[config.mk]
export PLATFORM = sky130hd
export DESIGN_NAME = nfd_status_unit
export DESIGN_NICKNAME = d
export VERILOG_FILES = /design/src/rtl/nfd_pkg.sv /design/src/rtl/nfd_resp_timer.sv /design/src/rtl/nfd_viral_bank.sv /design/src/rtl/nfd_ctrl.sv /design/src/rtl/nfd_status_unit.sv
export SDC_FILE = /design/constraint.sdc
export NUM_CORES = 1
export LEC_CHECK = 0
export BUFFER_PORTS_ARGS = -buffer_cell sky130_fd_sc_hd__buf_4
export CORE_MARGIN = 2
export CORE_UTILIZATION = 45
export DETAILED_ROUTE_END_ITERATION = 12
export GPL_TIMING_DRIVEN = 0
export PLACE_DENSITY_LB_ADDON = 0.12
export SYNTH_ARGS = -nofsm -noshare
export SYNTH_HDL_FRONTEND = slang
export SYNTH_SLANG_ARGS = --single-unit
[constraint.sdc]
create_clock -name clk -period 4.9 [get_ports clk]
set_input_delay 0.98 -clock clk [delete_from_list [all_inputs] [get_ports clk]]
set_output_delay 0.98 -clock clk [all_outputs]
set_load 0.02 [all_outputs]
[src/rtl/nfd_pkg.sv]
package nfd_pkg;
  typedef enum logic {
    ST_IDLE = 1'b0,
    ST_HALT = 1'b1
  } nfd_state_e;
endpackage

[src/rtl/nfd_resp_timer.sv]
module nfd_resp_timer #(
  parameter int CNT_W = 16
) (
  input  logic             clk,
  input  logic             rst_n,
  input  logic             pend_i,
  input  logic             resp_i,
  input  logic             clr_i,
  input  logic             dead_i,
  input  logic [CNT_W-1:0] limit_i,
  output logic             fire_o
);
  localparam logic [CNT_W-1:0] CNT_MAX = {CNT_W{1'b1}};

  logic [CNT_W-1:0] cnt_q, cnt_d;
  logic             cnt_en;
  logic             idle_w;

  assign idle_w = !pend_i || resp_i || clr_i;

  always_comb begin
    if (idle_w)
      cnt_d = '0;
    else if (cnt_q != CNT_MAX)
      cnt_d = cnt_q + 1'b1;
    else
      cnt_d = cnt_q;
    cnt_en = (cnt_d != cnt_q);
  end

  always_ff @(posedge clk or negedge rst_n) begin
    if (!rst_n)
      cnt_q <= '0;
    else if (cnt_en)
      cnt_q <= cnt_d;
  end

  assign fire_o = !idle_w && !dead_i && (cnt_q > limit_i);
endmodule

[src/rtl/nfd_viral_bank.sv]
module nfd_viral_bank #(
  parameter int NODES = 8
) (
  input  logic             clk,
  input  logic             rst_n,
  input  logic [NODES-1:0] fire_i,
  input  logic [NODES-1:0] clr_i,
  input  logic [NODES-1:0] rep_set_i,
  output logic [NODES-1:0] viral_q_o,
  output logic [NODES-1:0] viral_d_o,
  output logic [NODES-1:0] rep_q_o
);
  logic [NODES-1:0] viral_q, viral_d;
  logic [NODES-1:0] rep_q, rep_d;
  logic             viral_en, rep_en;

  always_comb begin
    viral_d  = (viral_q & ~clr_i) | fire_i;
    rep_d    = (rep_q & ~clr_i) | rep_set_i;
    viral_en = (viral_d != viral_q);
    rep_en   = (rep_d != rep_q);
  end

  always_ff @(posedge clk or negedge rst_n) begin
    if (!rst_n) begin
      viral_q <= '0;
      rep_q   <= '0;
    end else begin
      if (viral_en) viral_q <= viral_d;
      if (rep_en)   rep_q   <= rep_d;
    end
  end

  assign viral_q_o = viral_q;
  assign viral_d_o = viral_d;
  assign rep_q_o   = rep_q;
endmodule

[src/rtl/nfd_ctrl.sv]
module nfd_ctrl
  import nfd_pkg::*;
#(
  parameter int NODES = 8,
  parameter int ID_W  = 3
) (
  input  logic             clk,
  input  logic             rst_n,
  input  logic [NODES-1:0] viral_q_i,
  input  logic [NODES-1:0] viral_d_i,
  input  logic [NODES-1:0] rep_q_i,
  input  logic             ack_i,
  output logic [NODES-1:0] rep_set_o,
  output logic             irq_o,
  output logic             halt_o,
  output logic [ID_W-1:0]  fail_id_o,
  output logic [ID_W-1:0]  dest_o
);
  nfd_state_e       state_q, state_d;
  logic             irq_q, irq_d;
  logic [ID_W-1:0]  fail_q, fail_d;
  logic [ID_W-1:0]  dest_q, dest_d;
  logic             id_en;

  logic [NODES-1:0] unrep_w;
  logic [ID_W-1:0]  pick_idx;
  logic             pick_any;
  logic [ID_W-1:0]  mgr_idx;
  logic             mgr_any;

  assign unrep_w = viral_q_i & ~rep_q_i;

  // lowest unreported failure (downward scan, lowest index wins)
  always_comb begin
    pick_idx = '0;
    pick_any = 1'b0;
    for (int i = NODES - 1; i >= 0; i--) begin
      if (unrep_w[i]) begin
        pick_idx = ID_W'(i);
        pick_any = 1'b1;
      end
    end
  end

  // lowest surviving node, judged on the viral state after this edge
  always_comb begin
    mgr_idx = '0;
    mgr_any = 1'b0;
    for (int i = NODES - 1; i >= 0; i--) begin
      if (!viral_d_i[i]) begin
        mgr_idx = ID_W'(i);
        mgr_any = 1'b1;
      end
    end
  end

  always_comb begin
    state_d   = state_q;
    irq_d     = 1'b0;
    fail_d    = fail_q;
    dest_d    = dest_q;
    rep_set_o = '0;
    case (state_q)
      ST_IDLE: begin
        if (pick_any) begin
          state_d             = ST_HALT;
          rep_set_o[pick_idx] = 1'b1;
          fail_d              = pick_idx;
          irq_d               = mgr_any;
          if (mgr_any) dest_d = mgr_idx;
        end
      end
      ST_HALT: begin
        if (ack_i) state_d = ST_IDLE;
      end
      default: state_d = ST_IDLE;
    endcase
    id_en = (state_q == ST_IDLE) && pick_any;
  end

  always_ff @(posedge clk or negedge rst_n) begin
    if (!rst_n) begin
      state_q <= ST_IDLE;
      irq_q   <= 1'b0;
      fail_q  <= '0;
      dest_q  <= '0;
    end else begin
      state_q <= state_d;
      irq_q   <= irq_d;
      if (id_en) begin
        fail_q <= fail_d;
        dest_q <= dest_d;
      end
    end
  end

  assign irq_o     = irq_q;
  assign halt_o    = (state_q == ST_HALT);
  assign fail_id_o = fail_q;
  assign dest_o    = dest_q;
endmodule

[src/rtl/nfd_status_unit.sv]
module nfd_status_unit #(
  parameter int NODES = 8,
  parameter int CNT_W = 16,
  localparam int ID_W = (NODES > 1) ? $clog2(NODES) : 1
) (
  input  logic             clk,
  input  logic             rst_n,
  input  logic [NODES-1:0] req_pend_i,
  input  logic [NODES-1:0] resp_i,
  input  logic [CNT_W-1:0] timeout_i,
  input  logic [NODES-1:0] viral_clr_i,
  input  logic             mgr_ack_i,
  output logic [NODES-1:0] viral_o,
  output logic             irq_o,
  output logic [ID_W-1:0]  irq_dest_o,
  output logic [ID_W-1:0]  fail_id_o,
  output logic             halt_o
);
  logic [NODES-1:0] fire_w;
  logic [NODES-1:0] viral_q_w, viral_d_w, rep_q_w, rep_set_w;

  for (genvar n = 0; n < NODES; n++) begin : g_timer
    nfd_resp_timer #(.CNT_W(CNT_W)) u_timer (
      .clk     (clk),
      .rst_n   (rst_n),
      .pend_i  (req_pend_i[n]),
      .resp_i  (resp_i[n]),
      .clr_i   (viral_clr_i[n]),
      .dead_i  (viral_q_w[n]),
      .limit_i (timeout_i),
      .fire_o  (fire_w[n])
    );
  end

  nfd_viral_bank #(.NODES(NODES)) u_bank (
    .clk       (clk),
    .rst_n     (rst_n),
    .fire_i    (fire_w),
    .clr_i     (viral_clr_i),
    .rep_set_i (rep_set_w),
    .viral_q_o (viral_q_w),
    .viral_d_o (viral_d_w),
    .rep_q_o   (rep_q_w)
  );

  nfd_ctrl #(.NODES(NODES), .ID_W(ID_W)) u_ctrl (
    .clk       (clk),
    .rst_n     (rst_n),
    .viral_q_i (viral_q_w),
    .viral_d_i (viral_d_w),
    .rep_q_i   (rep_q_w),
    .ack_i     (mgr_ack_i),
    .rep_set_o (rep_set_w),
    .irq_o     (irq_o),
    .halt_o    (halt_o),
    .fail_id_o (fail_id_o),
    .dest_o    (irq_dest_o)
  );

  assign viral_o = viral_q_w;
endmodule

==> run summary <==
The largest clock skew in the final design came out at 0.00896 ns. The clock net in this run drives a total of 152 sinks. Setup repair after global routing left no endpoint under its margin. The worst reg-to-reg path cell count is 8. At the end of routability-driven placement, the weighted congestion stood at 0.846. Summed over all instances, the cell type with the most area after synthesis is dfrtp_1.

The actual transition at the worst max-transition pin is 0.840 ns. The share of cells above drive strength 1 came out at 8.99%. In this run the tool buffered the top-level ports with 58 buffer cells. The routed length on met2 came out at 11,800 µm. Internal power comes to 2.34 mW.

The max-slew violation total from the final report came to 0. The startpoint of the tightest hold check path is u_bank.rep_q_o[2]. The hold slack came out at 0.485 ns. The dominant combinational cell family by area after synthesis is simple AND/OR/NAND/NOR gates. The aggregate global routing overflow is 0.

Gates resized during post-CTS repair numbered 0. The compound-gate portion of the synthesized area came out at 12.3%. The number of vias in the routed layout is 8,648. The total power of the final layout is 3.01 mW. The critical path class is primary input to flop.

In this run, flip-flops and latches consume 42.1% of the power. The initial standard-cell utilization of the core is 45.5%. The capturing point of the worst reg2reg path is u_ctrl.dest_o[0].

The library cell contributing the largest single delay on the critical path is o41ai_1. OpenSTA, run right after detailed placement, puts the worst setup slack at 1.06 ns. The most used flip-flop cell after synthesis is dfrtp_1. The level count of the clock H-tree is 4. Global routing used 23.5% of the available tracks.

The final critical path takes up 69.1% of the cycle. The half-perimeter wire length of the detailed placement result came out at 18,900 µm. The number of distinct library cell variants in the gate-level netlist after synthesis came out at 55. The proportion of register bits with asynchronous set or reset after synthesis came out at 100%. The gate family responsible for the most delay along the worst path is compound AO/OA/AOI/OAI gates.

The switching power of the nets is 0.665 mW. The analysis attributes to cell leakage a power of 5.43 nW. For this run, the top clock speed supported by timing is 295 MHz. The total negative slack is 0 ns. The final core utilization is 52.2%.

STA puts the critical path data required time at 5.20 ns. The maximum resistive drop on vdd came out at 0.170 mV. After detailed routing, the number of vias per cell comes to 5.78. The path with the worst hold slack has its endpoint at u_bank.rep_q_o[2]. The xor/xnor share of the synthesized area came out at 6.42%.

The final routed wire length divided by cell count is 17.9 µm. The remaining max-slew budget at the tightest pin came out at 43.5%. Counting flops and latches in the post-synthesis netlist gives 152. After Yosys synthesis, full adders, half adders and majority gates account for 16.6% of the synthesized area. The register-to-register setup slack came out at 2.25 ns. At the later pin of the worst-skew pair, clock insertion delay measures 0.43 ns. The wire length of the first global-routing pass is 44,200 µm. The minimum period implied by the final worst setup slack came out at 3.39 ns. The synthesized netlist cell count is 1,123. The detailed-routing wirelength on met1 came out at 13,300 µm.

The count of synthesis-stage warnings from yosys is 0. After synthesis the cells add up to 10,200 µm². The number of ports placed on the die boundary is 59. The DRC violations left is 0. Walking the worst path, the cells encountered are buf_4 -> inv_1 -> ha_1 -> nor2b_1 -> o211ai_1 -> a21oi_1 -> o41ai_1 -> and4b_1 -> a31oi_1 -> o22ai_1. The clock share of power came out at 51.1%. The simple-gate portion of the synthesized area is 23.4%. The violation count after the first detailed-route iteration is 438.

The average cell area after synthesis is 9.11 µm². The flow ran to the end, and the final reports show no timing, DRC or antenna violations. The core region is 22,500 µm². The worst setup path is captured at a flop. The element type at the critical path start is a primary input.

In this run the vertical extent of the chip is 155 µm. The total power per unit cell area came out at 256 nW/µm². The detailed-routed wire length on met3 is 1190 µm. The count of TritonRoute iterations in the first routing pass is 6. The clock tree from TritonCTS is yes. In this run, synthesis inferred 0 flip-flops with an integrated enable. After floorplanning, the core was divided into 55 placement rows. The startpoint identified for the worst register-to-register timing path is g_timer[4].u_timer.cnt_q[1].

The final number of setup-violating endpoints is 0. Counting along the longest clock path gives a buffer depth of 2. In this run the remaining antenna-violating nets after routing total 0.

The repair_antennas step left the layout with diodes totalling 0. The clock-pin slew on the worst setup and hold paths is 0.06 ns. The net count of the finished layout is 1,380.

Entering global routing, the biggest net connects 80 pins. Of the total power, the share spent switching nets is 22.1%. The area growth from synthesis to layout is 14.8%. The detailed router used layers up to and including met4. The worst setup slack after layout came out at 1.51 ns. The net count after synthesis came out at 1,302. The number of antenna violations at the first check in global routing was 0.

Combinational cells account for 6.8% of the total power. The number of global-route vias before repair is 8,375. Data arrives at the worst endpoint at 3.68 ns. Counting instances, the worst hold path has a depth of 1. The highest cell delay on the worst timing path came out at 0.75 ns. The library cell used most frequently in the layout, excluding fill and tap cells, is dfrtp_1.

The post-synthesis mux area share came out at 1.08%. The post-CTS setup buffer count is 0. The tree is rooted in a clkbuf_16. The number of hold buffers added after CTS was 0. The number of fill cells in the layout came out at 2,092.

The number of buffers created by CTS came out at 17. The number of buffer and inverter stages on the critical path came out at 2. The die is 155 µm wide. In the layout the commonest cells are dfrtp_1, nor2_1, ha_1. The final wirelength is 26,800 µm. The final count of hold timing violations is 0.

The area of the die is 24,000 µm². The part of the Yosys area used for sequential elements came out at 37.2%. The number of violations of the max-capacitance limit came out at 0. Along the worst path, the maximum fanout reaches 8. The top cell type's share of synthesized area came out at 37.2%. The min-delay analysis places its worst path in the category flop to flop. Sorting the synthesized cells by area gives the leading types as dfrtp_1, ha_1, nor2_1.
cell usage after synthesis (9+ instances only):
| master | number |
|---|---|
| a211oi_1 | 14 |
| a21o_1 | 21 |
| a21oi_1 | 77 |
| and3_1 | 16 |
| and4_1 | 12 |
| clkbuf_1 | 11 |
| dfrtp_1 | 152 |
| ha_1 | 136 |
| inv_1 | 50 |
| mux2i_1 | 11 |
| nand2_1 | 68 |
| nand2b_1 | 9 |
| nand3_1 | 76 |
| nand4_1 | 57 |
| nor2_1 | 142 |
| nor2b_1 | 20 |
| nor3_1 | 28 |
| nor4_1 | 13 |
| o211ai_1 | 9 |
| o21ai_0 | 32 |
| or3_1 | 9 |
| xnor2_1 | 27 |
| xor2_1 | 48 |
metal layers:
layer	track usage, %	vias to the layer above
met4	7.41	0
met2	36.2	184
met3	3.33	35
li1	-	4261
met5	0	-
met1	34.3	4168
power by group through the flow:
stage,combinational [mW],clock (mW),sequential (mW)
after floorplan,0.0897,0,1.29
after global placement,0.197,0,1.29
after detailed placement,0.204,0,1.29
after CTS,0.206,1.57,1.27
after global routing,0.229,1.62,1.27
final,0.204,1.54,1.27
flip-flops by register name, indices dropped and copies added, names as in the netlist:
name                   count
u_ctrl.dest_o              3
u_ctrl.irq_o               1
u_ctrl.fail_id_o           3
u_bank.rep_q_o             8
u_bank.viral_q_o           8
u_ctrl.halt_o              1
g_timer.u_timer.cnt_q    128
final cells by class:
class	count	area, µm²	area share [%]
Multi-Input combinational cell	897	6110	52.1
Sequential cell	152	3800	32.4
Clock buffer	22	494	4.21
Timing Repair Buffer	59	470	4.01
Tap cell	285	357	3.04
Clock inverter	8	190	1.62
Inverter	50	188	1.60
Buffer	24	126	1.08
kinds of logic (layout without fill, tap and decap cells):
logic type,count (synthesis),count (layout)
and+or+nand+nor,477,477
xor gates and xnor gates,75,75
muxes,11,11
adders and majority gates,136,136
buffers and inverters,74,163
DFF,152,152
AOI/OAI and AO/OA,198,198
through the flow:
stage | cells | cell area, µm²
final | 1497 | 11700
after global routing | 1497 | 11700
after CTS | 1497 | 11700
after detailed placement | 1467 | 11100
after global placement | 1466 | 11000
after floorplan | 1123 | 10200
how the worst max path moves through the flow:
stage / startpoint / endpoint / slack (ns) / cells past startpoint
finish: timeout_i[1] / u_ctrl.dest_o[0] / 1.51 / 10
global route: timeout_i[1] / u_ctrl.dest_o[0] / 1.37 / 10
CTS: timeout_i[1] / u_ctrl.dest_o[0] / 1.48 / 10
detailed placement: timeout_i[1] / u_ctrl.dest_o[0] / 1.06 / 10
global placement: timeout_i[1] / u_ctrl.dest_o[0] / 1.06 / 10
floorplan: timeout_i[14] / u_ctrl.dest_o[0] / 1.98 / 10
No activity file was read; power rests on OpenSTA's default activity.
